File: src/rtl/pin_func_pkg.sv
package pin_func_pkg;
  localparam int FSEL_STORE_W = 7;  // function code [5:0] + irq select [6]
  localparam int FUNC_CODE_W  = 6;

  typedef struct packed {
    logic                    funcWe;
    logic [FSEL_STORE_W-1:0] data;
  } fsel_strobe_t;
endpackage

File: src/rtl/fsel_ctrl.sv
module fsel_ctrl
  import pin_func_pkg::*;
#(
  parameter int ADDR_W    = 12,
  parameter int NUM_PINS  = 64,
  parameter int IDX_W     = 6,
  parameter logic [ADDR_W-1:0] FUNC_BASE = 12'h200,
  parameter logic [ADDR_W-1:0] PROT_ADDR = 12'h2FF
) (
  input  logic              clk,
  input  logic              rstN,
  input  logic              busValid,
  input  logic              busWrite,
  input  logic [ADDR_W-1:0] busAddr,
  input  logic [7:0]        busWdata,
  input  logic [7:0]        rdByte,
  output logic [7:0]        busRdata,
  output fsel_strobe_t      st,
  output logic [IDX_W-1:0]  pinIdx
);
  logic              lockBit;
  logic              enBit;
  logic [ADDR_W-1:0] addrOffs;
  logic              hitFunc;
  logic              hitProt;
  logic              protWe;

  assign addrOffs = busAddr - FUNC_BASE;
  assign hitFunc  = (busAddr >= FUNC_BASE) && (addrOffs < ADDR_W'(NUM_PINS));
  assign hitProt  = (busAddr == PROT_ADDR);
  assign protWe   = busValid && busWrite && hitProt;
  assign pinIdx   = addrOffs[IDX_W-1:0];

  // protect register: enable may only move while lock is already clear
  always_ff @(posedge clk) begin
    if (!rstN) begin
      lockBit <= 1'b1;
      enBit   <= 1'b0;
    end else if (protWe) begin
      lockBit <= busWdata[7];
      if (!lockBit) enBit <= busWdata[6];
    end
  end

  always_comb begin
    st.funcWe = busValid && busWrite && hitFunc && enBit;
    st.data   = busWdata[FSEL_STORE_W-1:0];
  end

  always_ff @(posedge clk) begin
    if (!rstN) begin
      busRdata <= 8'h00;
    end else if (busValid && !busWrite) begin
      if (hitProt)      busRdata <= {lockBit, enBit, 6'b0};
      else if (hitFunc) busRdata <= rdByte;
      else              busRdata <= 8'h00;
    end
  end

  // enable bit only changes when lock was clear on the previous cycle
  a_r3_enable_needs_unlock: assert property (@(posedge clk) disable iff (!rstN)
    (enBit != $past(enBit)) |-> !$past(lockBit));

  // no function write strobe without the enable bit
  a_r5_write_gated: assert property (@(posedge clk) disable iff (!rstN)
    st.funcWe |-> enBit);

  // protect read returns lock in bit 7, zeros in bits 5..0
  a_r2_prot_readback: assert property (@(posedge clk) disable iff (!rstN)
    $past(busValid && !busWrite && hitProt) |->
      (busRdata[5:0] == 6'b0) && (busRdata[7] == $past(lockBit)));

  // unmapped read returns zero
  a_r10_unmapped_zero: assert property (@(posedge clk) disable iff (!rstN)
    $past(busValid && !busWrite && !hitProt && !hitFunc) |-> (busRdata == 8'h00));
endmodule

File: src/rtl/fsel_datapath.sv
module fsel_datapath
  import pin_func_pkg::*;
#(
  parameter int NUM_PINS = 64,
  parameter int IDX_W    = 6
) (
  input  logic                            clk,
  input  logic                            rstN,
  input  fsel_strobe_t                    st,
  input  logic [IDX_W-1:0]                pinIdx,
  output logic [7:0]                      rdByte,
  output logic [NUM_PINS*FUNC_CODE_W-1:0] pinFunc,
  output logic [NUM_PINS-1:0]             pinIrqSel
);
  logic [FSEL_STORE_W-1:0] fsel [NUM_PINS];

  always_ff @(posedge clk) begin
    if (!rstN) begin
      for (int i = 0; i < NUM_PINS; i++) fsel[i] <= '0;
    end else if (st.funcWe) begin
      fsel[pinIdx] <= st.data;
    end
  end

  assign rdByte = {1'b0, fsel[pinIdx]};

  for (genvar g = 0; g < NUM_PINS; g++) begin : g_pin
    assign pinFunc[g*FUNC_CODE_W +: FUNC_CODE_W] = fsel[g][FUNC_CODE_W-1:0];
    assign pinIrqSel[g]                          = fsel[g][FUNC_CODE_W];
  end

  // outputs hold when no accepted write
  a_r5_hold: assert property (@(posedge clk) disable iff (!rstN)
    !st.funcWe |=> ($stable(pinFunc) && $stable(pinIrqSel)));

  // accepted write shows on the addressed pin's flag one cycle later
  a_r6_flag_update: assert property (@(posedge clk) disable iff (!rstN)
    st.funcWe |=> (pinIrqSel[$past(pinIdx)] == $past(st.data[FUNC_CODE_W])));
endmodule

File: src/rtl/pin_func_guard.sv
module pin_func_guard
  import pin_func_pkg::*;
#(
  parameter int NUM_PORTS     = 8,
  parameter int PINS_PER_PORT = 8,
  parameter int ADDR_W        = 12,
  parameter logic [ADDR_W-1:0] FUNC_BASE = 12'h200,
  parameter logic [ADDR_W-1:0] PROT_ADDR = 12'h2FF,
  localparam int NUM_PINS = NUM_PORTS * PINS_PER_PORT,
  localparam int IDX_W    = (NUM_PINS > 1) ? $clog2(NUM_PINS) : 1
) (
  input  logic                            clk,
  input  logic                            rstN,
  input  logic                            busValid,
  input  logic                            busWrite,
  input  logic [ADDR_W-1:0]               busAddr,
  input  logic [7:0]                      busWdata,
  output logic [7:0]                      busRdata,
  output logic [NUM_PINS*FUNC_CODE_W-1:0] pinFunc,
  output logic [NUM_PINS-1:0]             pinIrqSel
);
  fsel_strobe_t     st;
  logic [IDX_W-1:0] pinIdx;
  logic [7:0]       rdByte;

  fsel_ctrl #(
    .ADDR_W(ADDR_W), .NUM_PINS(NUM_PINS), .IDX_W(IDX_W),
    .FUNC_BASE(FUNC_BASE), .PROT_ADDR(PROT_ADDR)
  ) i_ctrl (
    .clk(clk), .rstN(rstN), .busValid(busValid), .busWrite(busWrite),
    .busAddr(busAddr), .busWdata(busWdata), .rdByte(rdByte),
    .busRdata(busRdata), .st(st), .pinIdx(pinIdx)
  );

  fsel_datapath #(
    .NUM_PINS(NUM_PINS), .IDX_W(IDX_W)
  ) i_data (
    .clk(clk), .rstN(rstN), .st(st), .pinIdx(pinIdx), .rdByte(rdByte),
    .pinFunc(pinFunc), .pinIrqSel(pinIrqSel)
  );
endmodule

File: config.mk
export PLATFORM = sky130hd
export DESIGN_NAME = pin_func_guard
export DESIGN_NICKNAME = d
export VERILOG_FILES = /design/src/rtl/pin_func_pkg.sv /design/src/rtl/fsel_ctrl.sv /design/src/rtl/fsel_datapath.sv /design/src/rtl/pin_func_guard.sv
export SDC_FILE = /design/constraint.sdc
export NUM_CORES = 1
export LEC_CHECK = 0
export CORE_MARGIN = 2
export CORE_UTILIZATION = 50
export DETAILED_ROUTE_END_ITERATION = 12
export PLACE_DENSITY_LB_ADDON = 0.12
export SLEW_MARGIN = 20
export SYNTH_ARGS = -nofsm -noshare
export SYNTH_HDL_FRONTEND = slang
export SYNTH_HIERARCHICAL = 1
export SYNTH_SLANG_ARGS = --single-unit
File: constraint.sdc
create_clock -name clk -period 5.3 [get_ports clk]
set_input_delay 1.06 -clock clk [delete_from_list [all_inputs] [get_ports clk]]
set_output_delay 1.06 -clock clk [all_outputs]
set_load 0.02 [all_outputs]
After elaboration in Yosys (flattened, before gate mapping)
Memories as Yosys holds them, arrays and structs flattened.
Index checks and enable logic that the tools add are counted.
- word-level logic and storage cells: 27
- register bits: 10
- output and inout bits: 456
- bits in writable memories: 448
- memories kept: 1
- equality and inequality tests: 1
- order comparisons: 2
- add/sub/neg operators: 1
- bitwise gates (word level): 1
- mux-type cells: 9
- reduce and logical (&&, ||, !) cells: 9
- memories (name ; depth ; width ; rd ports ; clocked after Yosys merged registers in ; write ports ; RTL line ; source):
    i_data.fsel ; 64 ; 7 ; 65 ; 0 ; 64 ; fsel_datapath.sv:15 ; logic [FSEL_STORE_W-1:0] fsel [NUM_PINS];
- operators by type and width (cell ; number):
    $mux 7 ; 2
    $eq 12x10->1 const B ; 1
    $ge 12x10->1 const B ; 1
    $lt 12x7->1 const B ; 1
    $sub 12x10->12 const B ; 1
    $mux 8 ; 1
    $reduce_or 7->1 ; 1
    $logic_and 1x1->1 ; 6
    $mux 6 ; 1
    $mux 1 ; 5
    $reduce_and 2->1 ; 1
    $logic_not 1->1 ; 1
    $not 1->1 ; 1

Longest topological paths before layout
Gate-level depths: netlist (run 1).
- depth in word-level cells: 10
- gate-level depth with buffers: 13
- mapped depth without buffers: 10

Hierarchy
Netlist (run 1), hierarchy kept.
- modules (own cells, without submodules) (module ; seq. area each (sq um) ; cells an instance ; instances ; area an instance (sq um)):
    fsel_datapath ; 13452.9 ; 1638 ; 1 ; 20976.4
    fsel_ctrl ; 200.2 ; 82 ; 1 ; 735.7

Worst setup path before layout (run 1)
No wires, ideal clock.
- path type: input -> register
- start: input busAddr[9]
- end: memory i_data.fsel[11][0] (enable)
- setup slack: 1956 ps
- path buffers: 1
- setup time: 381 ps
- data arrival time: 2964 ps
- stages: 10
- cells stage by stage: inv_1 ha_1 xnor2_4 nand3_1 nor2_1 nand2_1 nor2_1 nand2_1 clkbuf_1 o21ai_0
- RTL lines (item ; RTL line ; source):
    start: declaration ; pin_func_guard.sv:16 ; input logic [ADDR_W-1:0] busAddr,
    end: declaration ; fsel_datapath.sv:15 ;

Worst setup path after layout (run 1)
- start: input busAddr[4]
- end: register i_ctrl.busRdata[0]
- elaborated cells on any way between the ends: 8
- RTL lines (item ; RTL line ; source):
    $sub 12x10->12 ; fsel_ctrl.sv:28 ; assign addrOffs = busAddr - FUNC_BASE;
    $mem_v2 64x7 ; - ;
    via rdByte[0] ; pin_func_guard.sv:24 ; logic [7:0] rdByte;
    $mux 7 ; fsel_ctrl.sv:55 ; else if (hitFunc) busRdata <= rdByte;
    $mux 8 ; fsel_ctrl.sv:54 ; if (hitProt) busRdata <= {lockBit, enBit, 6'b0};
    end signal: assignment ; fsel_ctrl.sv:54 ;
    end signal: assignment ; fsel_ctrl.sv:55 ;
    end: declaration ; fsel_ctrl.sv:17 ; output logic [7:0] busRdata,
The timed path passes the listed nets, and every way through them passes these cells.
A chain may end at the register's enable or synchronous reset.

==> results.md, run 1 <==
Run status:
- The flow ran to the end, and the final reports show no timing, DRC or antenna violations.

Floorplanning:
- The row count is 76.
- The total area inside the core boundary comes to 42980 µm².
- The floorplan step defined a die boundary enclosing 45110 µm².
- The initial core utilization is 50.52%.
- The die is 212.4 µm tall.
- The die is 212.4 µm wide.
- During I/O placement, the number of pins put on the boundary was 480.

Worst setup path:
- For the worst setup path, the data arrival time is 4.68 ns.
- The critical path required time is 5.77 ns.
- The critical path is of the input port to register type.
- The type of element capturing the critical path is a register.
- In this run the worst path has a maximum fanout of 19.
- The worst setup path is launched from an input port.

STA:
- Based on the critical path, the design can be clocked at up to 0.2378 GHz.
- Subtracting the final worst setup slack from the clock period gives 4.206 ns.
- Setup violations remaining at the end of the flow were counted as 0.
- Setup repair after global routing left no endpoint under its margin.
- The final count of hold timing violations is 0.
- In this run the tightest slew margin relative to its limit is 27.74%.
- The portion of the clock cycle consumed by the worst path in the final layout is 79.35%.
- The worst path meets setup with 1.094 ns of slack.
- After routing, the total negative slack on setup checks comes to 0 ns.
- Hold is met by 0.4695 ns.
- The largest clock skew in the final design is 0.01545 ns.
- The max-slew violation count is 0.
- The slew at the pin closest to its max-slew limit is 1.081 ns.

Routing:
- The first routing iteration left 2568 violations.
- Once detail routing completed, the nets flagged for antenna violations numbered 0.
- The via count normalized by instance count is 6.306.
- Summed over all layers, the routed wires come to 85.93 mm.
- The count of vias placed by the detailed router is 17730.
- Dividing the detail-routed wire length by the instance count gives 30.56 µm.
- In the routed design, unresolved DRC markers number 0.
- For this run, the detailed router's first-pass iteration total came to 6.

Global routing:
- The via count of the first global-routing pass came to 16800.
- In the global route stage, overall resource usage came out at 37.41%.
- The number of antenna violations at the first check in global routing came to 0.
- The largest net degree at the start of global routing is 68.
- The residual overflow from global routing is 0.
- The global-route wire length before repair is 119.0 mm.

Layout:
- 0 antenna diodes ended up in the layout.
- The final core utilization is 66.67%.
- After the flow finishes, the layout carries non-filler instances totaling 2812.
- The final net count is 2216.
- The total of fill cells in the finished design is 3260.
- The post-route cell area is 28660 µm².
- Compared with the post-synthesis result, the final layout area differs by 31.98%.
- The share of cells above drive strength 1 is 10.73%.

Yosys:
- The Yosys step of the flow raised 6 warnings.
- In this run, synthesis inferred 448 flip-flops with an integrated enable.
- Synthesis produced a netlist with a net count of 1745.
- The most frequently used flop master after synthesis is sky130_fd_sc_hd__edfxtp_1.
- The post-synthesis area per instance is 12.62 µm².
- The share of the yosys chip area belonging to registers is 62.88%.
- The synthesized cell area is 21710 µm².
- Of all flip-flops after synthesis, the portion carrying an async set or reset was 0%.
- The number of different library cells in the post-synthesis netlist is 65.
- The synthesized design contains 458 register bits.
- The instance count of the mapped netlist is 1720.

Placed design:
- The post-place instance area is 27250 µm².
- After detailed placement, the design holds a cell count of 2727.
- The total of buffers placed on input and output ports is 479.
- The final weighted congestion in routability-driven placement is 0.9289.
- The pre-CTS worst setup slack is 0.7034 ns.
- The placed wire-length estimate is 60.90 mm.

Pwr:
- The power density over cell area is 290.2 nW/µm².
- The worst supply voltage drop on vdd is 216.1 µV.
- The static leakage power is 10.41 nW.
- The final total power is 8.315 mW.

Clock network:
- The worst-case clock buffer depth is 3.
- The hold buffer count at CTS is 0.
- The post-CTS resize count is 0.
- The H-tree depth is 2.
- The total clock buffers created by CTS is 47.
- The total clock sinks is 458.
- The number of buffers inserted to repair setup after CTS is 0.
- The buffer cell driving the clock tree root is sky130_fd_sc_hd__clkbuf_16.
- Clock-pin slew was measured on the worst setup and hold paths at 0.06 ns.
- For the worst-skew pair, the clock arrives at the later sink with an insertion delay of 0.59 ns.
- The CTS tree is yes.

Worst hold path:
- In this run the worst hold path is classified as register to register.

Job:
- The count of maximum capacitance violations is 0.
==> routing by layer <==
| metal | vias to the layer above | part of all wire [%] | global-route usage (%) |
|---|---|---|---|
| met1 | 8801 | 37 | 50.82 |
| met4 | 0 | 4.5 | 15.43 |
| met3 | 224 | 12 | 8.139 |
| met2 | 1426 | 46 | 58.65 |
| li1 | 7281 | - | - |
| met5 | - | 0 | 0 |
==> sequential cells by signal, summed over array words and instances, names as in the netlist <==
register / count
i_ctrl/busRdata: 8
i_ctrl/lockBit: 1
i_data/fsel: 448
i_ctrl/enBit: 1
==> power by group <==
part	internal [mW]	switching, mW	total (mW)	leakage (nW)
clock network	1.72	1.39	3.11	0.689
registers	4.09	0.115	4.20	4.71
logic	0.372	0.632	1.00	5.02
total	6.18	2.13	8.32	10.4
==> cell usage after synthesis (3+ instances only) <==
library cell	count	share of area (%)
sky130_fd_sc_hd__or3_1	6	0.17
sky130_fd_sc_hd__mux4_2	12	1.2
sky130_fd_sc_hd__nand3_1	10	0.23
sky130_fd_sc_hd__buf_2	23	0.53
sky130_fd_sc_hd__buf_6	7	0.36
sky130_fd_sc_hd__o211ai_1	8	0.28
sky130_fd_sc_hd__buf_1	12	0.21
sky130_fd_sc_hd__or4_1	7	0.24
sky130_fd_sc_hd__a22oi_1	59	2.0
sky130_fd_sc_hd__clkbuf_1	95	1.6
sky130_fd_sc_hd__o21ai_0	94	2.2
sky130_fd_sc_hd__a221oi_1	68	2.7
sky130_fd_sc_hd__inv_1	4	0.069
sky130_fd_sc_hd__nor2_1	101	1.7
sky130_fd_sc_hd__buf_4	25	0.86
sky130_fd_sc_hd__nor2b_1	7	0.20
sky130_fd_sc_hd__mux2i_1	32	1.5
sky130_fd_sc_hd__o221ai_1	6	0.24
sky130_fd_sc_hd__o22a_1	5	0.20
sky130_fd_sc_hd__nand4_1	12	0.35
sky130_fd_sc_hd__and3_1	3	0.086
sky130_fd_sc_hd__or2_2	8	0.23
sky130_fd_sc_hd__mux2_2	24	1.2
sky130_fd_sc_hd__edfxtp_1	448	62
sky130_fd_sc_hd__dfxtp_1	10	0.92
sky130_fd_sc_hd__o22ai_1	15	0.43
sky130_fd_sc_hd__a31oi_1	12	0.35
sky130_fd_sc_hd__a311oi_1	4	0.16
sky130_fd_sc_hd__nand2_1	44	0.76
sky130_fd_sc_hd__o21ai_1	3	0.069
sky130_fd_sc_hd__and2_1	450	13
sky130_fd_sc_hd__a21boi_1	6	0.21
sky130_fd_sc_hd__a221o_1	5	0.23
sky130_fd_sc_hd__nor3_1	13	0.30
sky130_fd_sc_hd__a21oi_1	20	0.46
sky130_fd_sc_hd__and3b_1	7	0.28
sky130_fd_sc_hd__nand2b_1	5	0.14
sky130_fd_sc_hd__a22o_1	19	0.77
==> placed cells by master, fill, tap and decap left out, types with 6 or more instances in the layout <==
cell,synthesis,layout
sky130_fd_sc_hd__nor2_1,101,101
sky130_fd_sc_hd__nand2_1,44,44
sky130_fd_sc_hd__clkdlybuf4s50_1,0,468
sky130_fd_sc_hd__clkinv_2,0,9
sky130_fd_sc_hd__nand4_1,12,12
sky130_fd_sc_hd__edfxtp_1,448,448
sky130_fd_sc_hd__or2_2,8,8
sky130_fd_sc_hd__a21boi_1,6,6
sky130_fd_sc_hd__a21oi_1,20,20
sky130_fd_sc_hd__buf_2,23,9
sky130_fd_sc_hd__clkinv_1,0,17
sky130_fd_sc_hd__a22o_1,19,19
sky130_fd_sc_hd__o21ai_0,94,94
sky130_fd_sc_hd__and2_1,450,448
sky130_fd_sc_hd__nor3_1,13,13
sky130_fd_sc_hd__o22ai_1,15,15
sky130_fd_sc_hd__mux2_2,24,24
sky130_fd_sc_hd__clkbuf_16,0,49
sky130_fd_sc_hd__a22oi_1,59,59
sky130_fd_sc_hd__dfxtp_1,10,10
sky130_fd_sc_hd__clkbuf_1,95,8
sky130_fd_sc_hd__o221ai_1,6,6
sky130_fd_sc_hd__buf_4,25,109
sky130_fd_sc_hd__or3_1,6,6
sky130_fd_sc_hd__a221oi_1,68,68
sky130_fd_sc_hd__nand3_1,10,10
sky130_fd_sc_hd__mux2i_1,32,32
sky130_fd_sc_hd__o211ai_1,8,8
sky130_fd_sc_hd__or4_1,7,7
sky130_fd_sc_hd__mux4_2,12,12
sky130_fd_sc_hd__and3b_1,7,7
sky130_fd_sc_hd__a31oi_1,12,12
==> cells by family (layout without fill, tap and decap cells) <==
family                     count (synthesis)  in the layout  synth area share, %
AOI/OAI and AO/OA                        334            334                10.76
xor gates and xnor gates                   1              1               0.1268
adders and majority gates                  1              1              0.05762
buffers and inverters                    171            678                3.838
DFF                                      458            458                62.88
muxes                                     71             71                4.138
other                                      1              1              0.01727
and+or+nand+nor                          683            683                18.18
==> worst max-delay path, cell delays in order <==
cell and delay (ns):
sky130_fd_sc_hd__clkdlybuf4s50_1 0.76, sky130_fd_sc_hd__nand2b_1 0.32, sky130_fd_sc_hd__nand2b_1 0.68, sky130_fd_sc_hd__o22ai_1 0.19
sky130_fd_sc_hd__o21ai_0 0.47, sky130_fd_sc_hd__nand2_1 0.15, sky130_fd_sc_hd__or4_1 0.63, sky130_fd_sc_hd__and3b_1 0.24
sky130_fd_sc_hd__nand4_1 0.10, sky130_fd_sc_hd__a21boi_1 0.06
==> final cells by class <==
cell class,count,area (µm²),share of cell area (%)
Multi-Input combinational cell,1091,7261,25.34
Inverter,5,18.77,0.06550
Timing Repair Buffer,588,5588,19.50
Sequential cell,458,13650,47.65
Clock inverter,28,146.4,0.5109
Tap cell,585,732.0,2.554
Clock buffer,57,1256,4.384
==> final timing paths <==
kind / start / end / slack, ns / cells after the start
max reg2reg: i_ctrl/enBit / i_data/fsel[20][2] / 2.40 / 7
min reg2reg: i_ctrl/busRdata[4] / i_ctrl/busRdata[4] / 0.47 / 2
max: busAddr[4] / i_ctrl/busRdata[0] / 1.09 / 10
min: i_ctrl/busRdata[4] / i_ctrl/busRdata[4] / 0.47 / 2
(Power assumes the default switching activity.)
==> run 2, diff against run 1 <==
Settings changed: CORE_UTILIZATION 50 to 46.
Clock period 5.3 ns to 3.65 ns, I/O delays scaled along.
==> results.md, run 2 (synthesis results as in run 1) <==
Pwr:
- Power spread over the standard cell area amounts to 414.8 nW/µm².
- The worst supply voltage drop on vdd is 307.8 µV.
- The combinational share of power is 12.4%.
- The static leakage power is 10.83 nW.
- Summing internal, switching and leakage power gives 12.18 mW.
- The share of power burned in the clock network is 37.3%.
- Sequential cells burn 50.2% of the power.
- Of the total power, the share spent switching nets is 25.85%.
- Internal power comes to 9.032 mW.
- Summed over all nets, the switching power comes to 3.148 mW.

Worst setup path:
- The maximum net fanout on the critical path is 11.
- The signal on the critical path passes through clkdlybuf4s50_1 -> nand2b_1 -> nand2b_1 -> buf_4 -> o22ai_1 -> o21ai_0 -> nand2_1 -> or4_1 -> and3b_1 -> nand4_1 -> a21boi_1.
- The largest stage delay on the critical path is 0.59 ns.
- The worst register-to-register path has a setup slack of 1.04 ns.
- In this design, the critical path's most frequently occurring cell is sky130_fd_sc_hd__nand2b_1.
- The classification of the worst setup path is input port to register.
- Data on the critical path is required at its endpoint by 4.14 ns.
- The endpoint of the worst-slack reg-to-reg timing path is i_ctrl/busRdata[2].
- For this design, the slowest cell found on the critical path is sky130_fd_sc_hd__clkdlybuf4s50_1.
- In this run the critical register-to-register path is launched from i_data/fsel[7][2].
- The worst setup path is launched from an input port.
- For the worst flop-to-flop path, the logic depth is 8.
- The type of element capturing the critical path is a register.
- The worst path arrival time is 3.74 ns.

Routing:
- For this block, the via count after detailed routing is 17770.
- The first detailed-routing pass ran for 6 iterations.
- The via count normalized by instance count is 6.104.
- After the first detailed-routing iteration, the DRC count stood at 2368.
- The final layout contains routed wiring with a total length of 89.77 mm.
- The remaining antenna violation count after routing is 0.
- After detailed routing, the average wire length per cell comes to 30.84 µm.
- In the routed design, unresolved DRC markers number 0.

STA:
- The largest clock skew in the final design is 0.03452 ns.
- Setup violations remaining at the end of the flow were counted as 0.
- The max-slew violation count came to 0.
- In the post-route analysis, the smallest setup slack over all paths is 0.4041 ns.
- The final critical path time including I/O delays and setup is 3.246 ns.
- The portion of the clock cycle consumed by the worst path in the final layout is 88.93%.
- Measured against its own limit, the worst slew margin works out to 32.62%.
- Setup repair after global routing left no endpoint under its margin.
- The slew at the pin closest to its max-slew limit is 1.008 ns.
- The maximum frequency from static timing analysis is 0.3081 GHz.
- Hold timing on the final database bottoms out at a slack of 0.4580 ns.
- The final count of hold timing violations is 0.

Job:
- Max-cap violations in this run came to 0.

Placed design:
- OpenSTA, run right after detailed placement, puts the worst setup slack at -0.1184 ns.
- The post-place instance area is 27970 µm².
- The placed wire-length estimate is 65.45 mm.
- Port buffering added 479 buffers.
- The final weighted congestion in routability-driven placement is 0.9552.

Global routing:
- The via count of the first global-routing pass is 17350.
- The largest net degree at the start of global routing is 77.
- The total overflow left after global routing is 0.
- The number of antenna violations at the first check in global routing was 3.
- The first global-routing pass estimated 125.5 mm of wire.
- For this run, the total global-route usage over all layers was measured as 35.45%.

Floorplanning:
- The floorplan step defined a die boundary enclosing 48950 µm².
- The region available for standard cell placement spans 46560 µm².
- Once the floorplan was initialized, standard cells occupied 46.64% of the core.
- The number of ports placed on the die boundary is 480.
- The die width is 221.3 µm.
- The die is 221.3 µm tall.
- After floorplanning, the core was divided into 79 placement rows.

Clock network:
- The H-tree depth is 2.
- The cell sitting at the root of the clock tree is a sky130_fd_sc_hd__clkbuf_16.
- The total clock sinks is 458.
- The clock-pin slew reported for the worst setup and hold paths after clock tree synthesis is 0.07 ns.
- The number of buffers inserted to repair setup after CTS is 0.
- The CTS tree is yes.
- The number of gates resized after CTS was 0.
- For this design, the CTS-stage hold fixing added 0 buffers.
- The worst-case clock buffer depth is 3.
- TritonCTS created 47 clock buffers.
- The later pin in the worst-skew pair is clocked with a latency of 0.60 ns.

Layout:
- The top cell types in the final layout, fill and taps aside, are sky130_fd_sc_hd__clkdlybuf4s50_1, sky130_fd_sc_hd__and2_1, sky130_fd_sc_hd__edfxtp_1.
- The repair_antennas step left the layout with diodes totalling 0.
- After filler insertion, the fill cell instance count of the layout stands at 3682.
- Once layout is complete, the utilization of the core stands at 63.08%.
- The post-route cell area is 29370 µm².
- After the last flow step, the layout net total stands at 2293.
- More flip-flops sit in one register than any other, and that register is i_data/fsel.
- The largest registers in the layout are i_data/fsel x448, i_ctrl/busRdata x8.
- Leaving out fill and tap cells, the most frequent cell in the layout is sky130_fd_sc_hd__clkdlybuf4s50_1.
- The register with the most flip-flops in the layout has 448 of them.
- The post-route netlist has 13.72% of its cells at a drive strength greater than 1.
- Compared with the post-synthesis result, the final layout area differs by 35.25%.

Run status:
- The flow ran to the end, and the final reports show no timing, DRC or antenna violations.

Worst hold path:
- For hold timing, the worst endpoint is i_data/fsel[45][2].
- The worst hold path startpoint is busWdata[2].
- The cell count of the worst hold path is 2.
- The tightest min-delay check is of the input port to register type.
[run 2: changes by cell type in the layout (fill, tap and decap cells not counted), moves of 2 or more]
cell | previous run | this run
sky130_fd_sc_hd__buf_12 | 2 | 11
sky130_fd_sc_hd__buf_4 | 109 | 178
sky130_fd_sc_hd__clkbuf_1 | 8 | 12
sky130_fd_sc_hd__clkbuf_16 | 49 | 47
sky130_fd_sc_hd__clkinv_1 | 17 | 13
[run 2: how the worst max path moves through the flow]
stage | start | to | cells after the start
final | busAddr[4] | i_ctrl/busRdata[0] | 11
after global routing | busAddr[4] | i_ctrl/busRdata[0] | 11
after CTS | busAddr[4] | i_ctrl/busRdata[0] | 11
after detailed placement | busAddr[4] | i_ctrl/busRdata[0] | 11
after global placement | busAddr[4] | i_ctrl/busRdata[0] | 11
after floorplan | busAddr[9] | i_data/fsel[11][0] | 10
[run 2: worst max-delay path, delay by kind of cell]
kind	cells	cell delay, ns
and+or+nand+nor	6	1.56
AOI/OAI and AO/OA	3	0.57
buffers and inverters	2	0.87
[run 2: power groups by stage]
stage | logic (mW) | clock network, mW | registers (mW)
2_1_floorplan | 0.497 | 0 | 6.35
3_3_place_gp | 1.48 | 0 | 6.22
3_5_place_dp | 1.49 | 0 | 6.22
4_1_cts | 1.50 | 4.57 | 6.11
5_1_grt | 1.56 | 4.76 | 6.12
6_report | 1.51 | 4.55 | 6.12
[run 2: final cells by class]
cell class	count	area (µm²)	area share, %
sequential	458	13650	46.49
timing repair buffer	665	6281	21.39
clock buffer	59	1221	4.158
tap	607	759.5	2.586
inverter	5	18.77	0.06391
multi-input combinational	1091	7261	24.73
clock inverter	26	171.4	0.5837
[run 2: per-stage QoR]
| step | TNS [ns] | instances |
|---|---|---|
| after floorplan | 0 | 1720 |
| after global placement | -0.1604 | 2826 |
| after detailed placement | -0.2214 | 2826 |
| after CTS | 0 | 2911 |
| after global routing | 0 | 2911 |
| final | 0 | 2911 |
[run 2: metal layers]
metal  GRT usage, %  share of wire, %  vias up
met5              0             0.012        -
met4          12.49               3.5        2
met3          8.153                12      183
met2          56.66                46     1317
met1          47.62                38     8817
li1               -                 -     7449
